<file path="config.mk">
export PLATFORM = sky130hd
export DESIGN_NAME = cal_days_decoder
export DESIGN_NICKNAME = d
export VERILOG_FILES = /design/src/rtl/cal_pkg.sv /design/src/rtl/cal_bcd_pair_div4.sv /design/src/rtl/cal_leap_unit.sv /design/src/rtl/cal_len_decode.sv /design/src/rtl/cal_days_decoder.sv
export SDC_FILE = /design/constraint.sdc
export NUM_CORES = 1
export LEC_CHECK = 0
export ABC_AREA = 1
export BUFFER_PORTS_ARGS = -buffer_cell sky130_fd_sc_hd__buf_2
export CORE_AREA = 2 2 39 41
export DETAILED_ROUTE_END_ITERATION = 16
export DIE_AREA = 0 0 41 43
export SLEW_MARGIN = 15
export SYNTH_ARGS = -nofsm -noshare
export SYNTH_HDL_FRONTEND = slang
export SYNTH_SLANG_ARGS = --single-unit
</file>
<file path="constraint.sdc">
create_clock -name vclk -period 0.8
set_input_delay 0.08 -clock vclk [all_inputs]
set_output_delay 0.08 -clock vclk [all_outputs]
set_load 0.02 [all_outputs]
</file>
<file path="src/rtl/cal_pkg.sv">
package cal_pkg;
  localparam int unsigned DIGIT_W   = 4;
  localparam int unsigned NUM_DIGIT = 4;
  localparam int unsigned YEAR_W    = DIGIT_W * NUM_DIGIT;
  localparam int unsigned MONTH_W   = 4;
  localparam int unsigned LEN_W     = 4;

  // Lane index inside the one-hot month-length vector
  typedef enum logic [1:0] {
    LEN_28 = 2'd0,
    LEN_29 = 2'd1,
    LEN_30 = 2'd2,
    LEN_31 = 2'd3
  } len_lane_e;

  localparam logic [MONTH_W-1:0] MON_FIRST = MONTH_W'(1);
  localparam logic [MONTH_W-1:0] MON_LAST  = MONTH_W'(12);
  localparam logic [MONTH_W-1:0] MON_FEB   = MONTH_W'(2);
endpackage

</file>
<file path="src/rtl/cal_bcd_pair_div4.sv">
// Decides whether a two-digit BCD number is a multiple of four.
// Only the low bit of the upper digit matters: an even upper digit
// needs a lower digit in {0,4,8}, an odd one needs {2,6}.
module cal_bcd_pair_div4 #(
  parameter int unsigned DIGIT_W = 4
) (
  input  logic               hi_lsb,
  input  logic [DIGIT_W-1:0] lo_digit,
  output logic               is_mult4
);
  localparam logic [DIGIT_W-1:0] D0 = DIGIT_W'(0);
  localparam logic [DIGIT_W-1:0] D2 = DIGIT_W'(2);
  localparam logic [DIGIT_W-1:0] D4 = DIGIT_W'(4);
  localparam logic [DIGIT_W-1:0] D6 = DIGIT_W'(6);
  localparam logic [DIGIT_W-1:0] D8 = DIGIT_W'(8);

  logic even_ok;
  logic odd_ok;

  always_comb begin
    even_ok  = (lo_digit == D0) || (lo_digit == D4) || (lo_digit == D8);
    odd_ok   = (lo_digit == D2) || (lo_digit == D6);
    is_mult4 = hi_lsb ? odd_ok : even_ok;
  end
endmodule

</file>
<file path="src/rtl/cal_leap_unit.sv">
// Divisibility detectors and leap flag for a BCD year.
module cal_leap_unit
  import cal_pkg::*;
(
  input  logic [YEAR_W-1:0] year_bcd,
  output logic              div4,
  output logic              div100,
  output logic              div400,
  output logic              leap
);
  localparam int unsigned NPAIR = NUM_DIGIT / 2;

  // pair 0 = tens/ones, pair 1 = thousands/hundreds
  logic [NPAIR-1:0] pair_m4;

  for (genvar g = 0; g < NPAIR; g++) begin : g_pair
    localparam int unsigned LO = 2 * g * DIGIT_W;
    localparam int unsigned HI = LO + DIGIT_W;
    cal_bcd_pair_div4 #(.DIGIT_W(DIGIT_W)) u_pair (
      .hi_lsb   (year_bcd[HI]),
      .lo_digit (year_bcd[LO +: DIGIT_W]),
      .is_mult4 (pair_m4[g])
    );
  end

  logic low_pair_zero;
  logic unused_upper_bits;

  always_comb begin
    low_pair_zero = (year_bcd[2*DIGIT_W-1:0] == '0);
    div4          = pair_m4[0];
    div100        = low_pair_zero;
    div400        = pair_m4[1] & low_pair_zero;
    leap          = div4 & (~div100 | div400);
  end

  assign unused_upper_bits = ^{year_bcd[YEAR_W-1 -: DIGIT_W-1],
                               year_bcd[3*DIGIT_W-1 -: DIGIT_W-1]};
endmodule

</file>
<file path="src/rtl/cal_len_decode.sv">
// Maps month number and leap flag onto the one-hot length vector.
module cal_len_decode
  import cal_pkg::*;
(
  input  logic [MONTH_W-1:0] month,
  input  logic               leap,
  output logic [LEN_W-1:0]   len_oh
);
  logic valid;
  logic is_feb;
  logic is_short;

  always_comb begin
    valid    = (month >= MON_FIRST) && (month <= MON_LAST);
    is_feb   = (month == MON_FEB);
    is_short = (month == MONTH_W'(4)) || (month == MONTH_W'(6)) ||
               (month == MONTH_W'(9)) || (month == MONTH_W'(11));
    len_oh   = '0;
    if (valid) begin
      if (is_feb) begin
        len_oh[leap ? LEN_29 : LEN_28] = 1'b1;
      end else if (is_short) begin
        len_oh[LEN_30] = 1'b1;
      end else begin
        len_oh[LEN_31] = 1'b1;
      end
    end
  end
endmodule

</file>
<file path="src/rtl/cal_days_decoder.sv">
module cal_days_decoder
  import cal_pkg::*;
(
  input  logic [MONTH_W-1:0] month,
  input  logic [YEAR_W-1:0]  year_bcd,
  output logic [LEN_W-1:0]   days_oh,
  output logic               leap,
  output logic               div4,
  output logic               div100,
  output logic               div400
);
  cal_leap_unit u_leap (
    .year_bcd (year_bcd),
    .div4     (div4),
    .div100   (div100),
    .div400   (div400),
    .leap     (leap)
  );

  cal_len_decode u_len (
    .month  (month),
    .leap   (leap),
    .len_oh (days_oh)
  );
endmodule

</file>
==> impl_metrics.yaml, run 1 <==
setup_path:
  worst-path-stages: 7
  required_ns: 0.72
  crit_family: "simple AND/OR/NAND/NOR gates"
  crit_path_frequent_cell: "buf_6"
  cp-end-kind: "primary output"
  crit_chain: "buf_6 -> nor2_2 -> nand2_2 -> nor2_4 -> nand2_4 -> a21oi_4 -> buf_6"
  crit_type: "primary input to primary output"
  startpoint: "year_bcd[3]"
  start_kind: "primary input"
  crit_fanout: 3
  cp.arrival_ns: 0.82
  cpMaxStageDelayCell: "nor2_4"
  critPathMaxStageDelay_ns: 0.13
  crit_end: "days_oh[0]"
  cp_num_buf_inv: 2
global_routing:
  grt_first_pass_wirelength_microns: 890
  grt_use_met2: 0.1531
  grt_busiest_layer: "met2"
  gr-usage-met1: 0.06013
  grt_overflow_total: 0
  grt_start_max_net_pins: 4
  grt_antenna_before_repair: 0
  use_met3: 0
  grt_pass1_vias: 269
  grt_usage: 0.06793
timing:
  layout_setup_ws_ns: -0.09983
  finalSetupViolCount: 4
  worst_pin_slew_ns: 0.1648
  period_minus_slack_ns: 0.8998
  rsz0062_at_grt: "yes"
  tns_ns: -0.2780
  period_share: 1.125
  hold_ws_ns: 0.5196
  hold_violations: 0
  max_freq_mhz: 1111
  slew_headroom: 0.8893
  slew_viol_final: 0
finish:
  area_growth_pct: 175.3
  seq_cell_count: 0
  filler_cell_count: 144
  drive_above_1_share: 0.7612
  n_clock_buffer: 0
  final_cells: 83
  final_cell_area_sq_um: 503.0
  regArea_sq_um: 0
  antenna_cells: 0
  final_nets: 89
  postLayoutCoreUtil: 0.3635
floorplanning:
  die_height_microns: 43
  die_area_sq_um: 1763
  rows: 14
  initial_utilization: 0.1320
  core_area_sq_um: 1384
  die_w_microns: 41
  pin_count: 28
route:
  wl_per_cell_microns: 7.229
  drc: 0
  detail-route-antenna-nets: 0
  drt_wl_total_microns: 600
  first_iter_violations: 1
  first_pass_iters: 3
  dr_total_vias: 321
  vias_per_cell: 3.867
worst_hold_path:
  hp-class: "primary input to primary output"
power:
  p_total_mw: 0.2224
  max-vdd-ir-drop_v: 0.0001944
  p_leak_nw: 0.2488
  power_density_nw_per_um2: 442.1
synth:
  yosysSeqAreaShare: 0
  yosys_warnings: 0
  synth.distinct_cells: 12
  yosys.area.top_type_share: 0.1849
  synth_nets: 58
  synth_top_cell_by_area: "nor2_1"
  syn_inst: 38
  synth.avg_cell_area_sq_um: 4.807
  synthTopCellsByArea: "nor2_1, nand2_2, inv_1"
  syn_area_sq_um: 182.7
run_status:
  violations: "setup timing"
  outcome: "finished with violations"
placement:
  dp_slack_ns: -0.1487
  port_buffers: 25
  dp_cells: 82
  gp_congestion: 0.5659
  hpwl_microns: 500.8
  dpl_cell_area_sq_um: 382.9
job:
  drv_cap: 0
==> logic make-up (layout without fill, tap and decap cells) <==
group,count (synthesis),count (layout),synth area share
buffers and inverters,7,36,0.1439
AO/OA/AOI/OAI,3,3,0.1027
AND/OR/NAND/NOR,28,28,0.7534
==> metal layers <==
metal / share of wire / vias to the layer above / routed length (microns)
met2: 0.50 / 19 / 301
met5: 0 / - / 0
met4: 0 / 0 / 0
met1: 0.40 / 127 / 238
li1: - / 175 / -
met3: 0.10 / 0 / 60
==> area by class of cell <==
cell class                      instances  area [sq um]  area share
Multi-Input combinational cell         31         215.2      0.4279
Timing Repair Buffer                   29         239.0      0.4751
Tap cell                               16         20.02     0.03980
Inverter                                7         28.78     0.05721
==> tightest hold or removal path, delay by kind of cell <==
kind,cells,cell delay [ns]
AO/OA/AOI/OAI,1,0.05
buffers and inverters,3,0.31
==> worst min path at each step <==
stage | startpoint | to | slack (ns) | depth (start not counted)
after detailed placement | year_bcd[8] | div400 | 0.54 | 5
final | month[3] | days_oh[3] | 0.52 | 4
after global routing | month[3] | days_oh[3] | 0.55 | 4
after CTS | month[0] | days_oh[3] | 0.55 | 5
after floorplan | year_bcd[1] | div100 | 0.30 | 3
after global placement | year_bcd[8] | div400 | 0.55 | 5
==> Yosys cell counts, drive strengths merged <==
master	n
nand3b	1
nor3	2
nand2	11
inv	7
a21oi	2
nand3	3
o21ai	1
nor2	11
==> power breakdown <==
part | switching, mW | internal [mW]
logic | 0.105 | 0.117
clock network | 0 | 0
registers | 0 | 0
==> timing repair <==
item / 4_1_cts / 5_1_grt
hold buffers: 0 / 0
pin swaps: 14 / 3
setup buffers: 1 / 0
endpoints found under the setup margin: 5 / 8
gates resized for setup: 23 / 11
==> cell usage in the layout, fill, tap and decap left out, types with 2 or more instances in the layout <==
master,count
buf_2,11
buf_4,6
buf_6,11
inv_1,3
inv_2,3
nand2_1,5
nand2_2,5
nand3_1,2
nor2_1,3
nor2_2,4
nor2_4,4
Power figures use the tool's default switching activity.
==> inputs of run 2 (changes only) <==
Settings changed: SETUP_SLACK_MARGIN from default to 0.05, SKIP_LAST_GASP from default to 1.
==> impl_metrics.yaml, run 2 (synthesized netlist as in run 1, its figures left out) <==
setup_path:
  required_ns: 0.72
  critPathMaxStageDelay_ns: 0.13
  cpMaxStageDelayCell: "nor2_4"
  crit_family: "simple AND/OR/NAND/NOR gates"
  crit_path_frequent_cell: "nor2_4"
  crit_end: "days_oh[0]"
  start_kind: "primary input"
  crit_chain: "buf_8 -> nor2_4 -> nand2_2 -> nor2_4 -> nand2_4 -> a21oi_4 -> buf_6"
  crit_fanout: 2
  cp-end-kind: "primary output"
  worst-path-stages: 7
  cp.arrival_ns: 0.80
  cp_num_buf_inv: 2
  startpoint: "year_bcd[4]"
  crit_type: "primary input to primary output"
power:
  power.switching_mw: 0.1167
  internal_power_mw: 0.1181
  p_clk_frac: 0
  power_frac_seq: 0
  power_density_nw_per_um2: 462.3
  netSwitchingFraction: 0.4970
  max-vdd-ir-drop_v: 0.0001424
  power_frac_comb: 1.000
  p_leak_nw: 0.2406
  p_total_mw: 0.2349
finish:
  final_cell_area_sq_um: 508.0
  final_common_cell: "buf_2"
  drive_above_1_share: 0.8154
  antenna_cells: 0
  seq_cell_count: 0
  regArea_sq_um: 0
  mostFrequentLayoutCells: "buf_2, buf_6, nor2_4"
  multi_input_area_sq_um: 247.7
  area_growth_pct: 178.1
  n_clock_buffer: 0
  final_nets: 87
  filler_cell_count: 144
timing:
  layout_setup_ws_ns: -0.07963
  hold_violations: 0
  period_share: 1.100
  slew_headroom: 0.9009
  period_minus_slack_ns: 0.8796
  max_freq_mhz: 1137
  finalSetupViolCount: 4
  slew_viol_final: 0
  worst_pin_slew_ns: 0.1475
  hold_ws_ns: 0.4660
  rsz0062_at_grt: "yes"
floorplanning:
  die_height_microns: 43
  die_area_sq_um: 1763
  die_w_microns: 41
  rows: 14
  core_area_sq_um: 1384
  pin_count: 28
  initial_utilization: 0.1320
global_routing:
  grt_first_pass_wirelength_microns: 952
  grt_pass1_vias: 272
  grt_usage: 0.06993
  grt_overflow_total: 0
  grt_start_max_net_pins: 4
  grt_antenna_before_repair: 0
route:
  dr_total_vias: 324
  first_pass_iters: 1
  first_iter_violations: 0
  detail-route-antenna-nets: 0
  drc: 0
  vias_per_cell: 4.000
  wl_per_cell_microns: 7.827
  drt_wl_total_microns: 634
worst_hold_path:
  hp-class: "primary input to primary output"
placement:
  dpl_cell_area_sq_um: 382.9
  port_buffers: 25
  hpwl_microns: 543
  dp_slack_ns: -0.1532
  gp_congestion: 0.6010
run_status:
  outcome: "finished with violations"
  violations: "setup timing"
job:
  drv_cap: 0
## run 2: cell types whose count changed in the layout (fill, tap and decap cells not counted), sizes merged
cell / delta
buf: -2
## run 2: how the worst min path moves through the flow
stage / startpoint / to / slack (ns) / depth (start not counted)
after detailed placement: month[3] / days_oh[3] / 0.47 / 3
after global routing: month[3] / days_oh[3] / 0.48 / 3
final: month[3] / days_oh[3] / 0.47 / 3
after floorplan: year_bcd[1] / div100 / 0.30 / 3
after CTS: month[3] / days_oh[3] / 0.47 / 3
after global placement: month[3] / days_oh[3] / 0.48 / 3
## run 2: area by class of cell
type               count  area share
well taps             16     0.03941
inverters              7     0.05665
multi-input cells     31      0.4877
repair buffers        27      0.4163
## run 2: stage by stage
step	std cells	TNS, ns	util
2_1_floorplan	38	-0.06379	-
3_3_place_gp	81	-0.4146	0.2767
3_5_place_dp	81	-0.4586	0.2767
4_1_cts	81	-0.3437	0.3336
5_1_grt	81	-0.4739	0.3671
6_report	81	-0.2359	0.3671
## run 2: metal layers
layer	global-route usage	wire, microns	vias up
met5	0	0	-
met4	0	0	0
met3	0	41	0
met2	0.1313	387	13
met1	0.08861	205	138
li1	-	-	173
## run 2: what timing repair did
action,CTS,global route
setup buffers,0,0
endpoints found under the setup margin,7,8
pin swaps,12,12
gates resized for setup,21,16
hold buffers,0,0
## run 2: power by group through the flow
stage | combinational (mW) | clock, mW | sequential, mW
after floorplan | 0.0863 | 0 | 0
after global placement | 0.169 | 0 | 0
after detailed placement | 0.172 | 0 | 0
after global routing | 0.253 | 0 | 0
after CTS | 0.208 | 0 | 0
final | 0.235 | 0 | 0
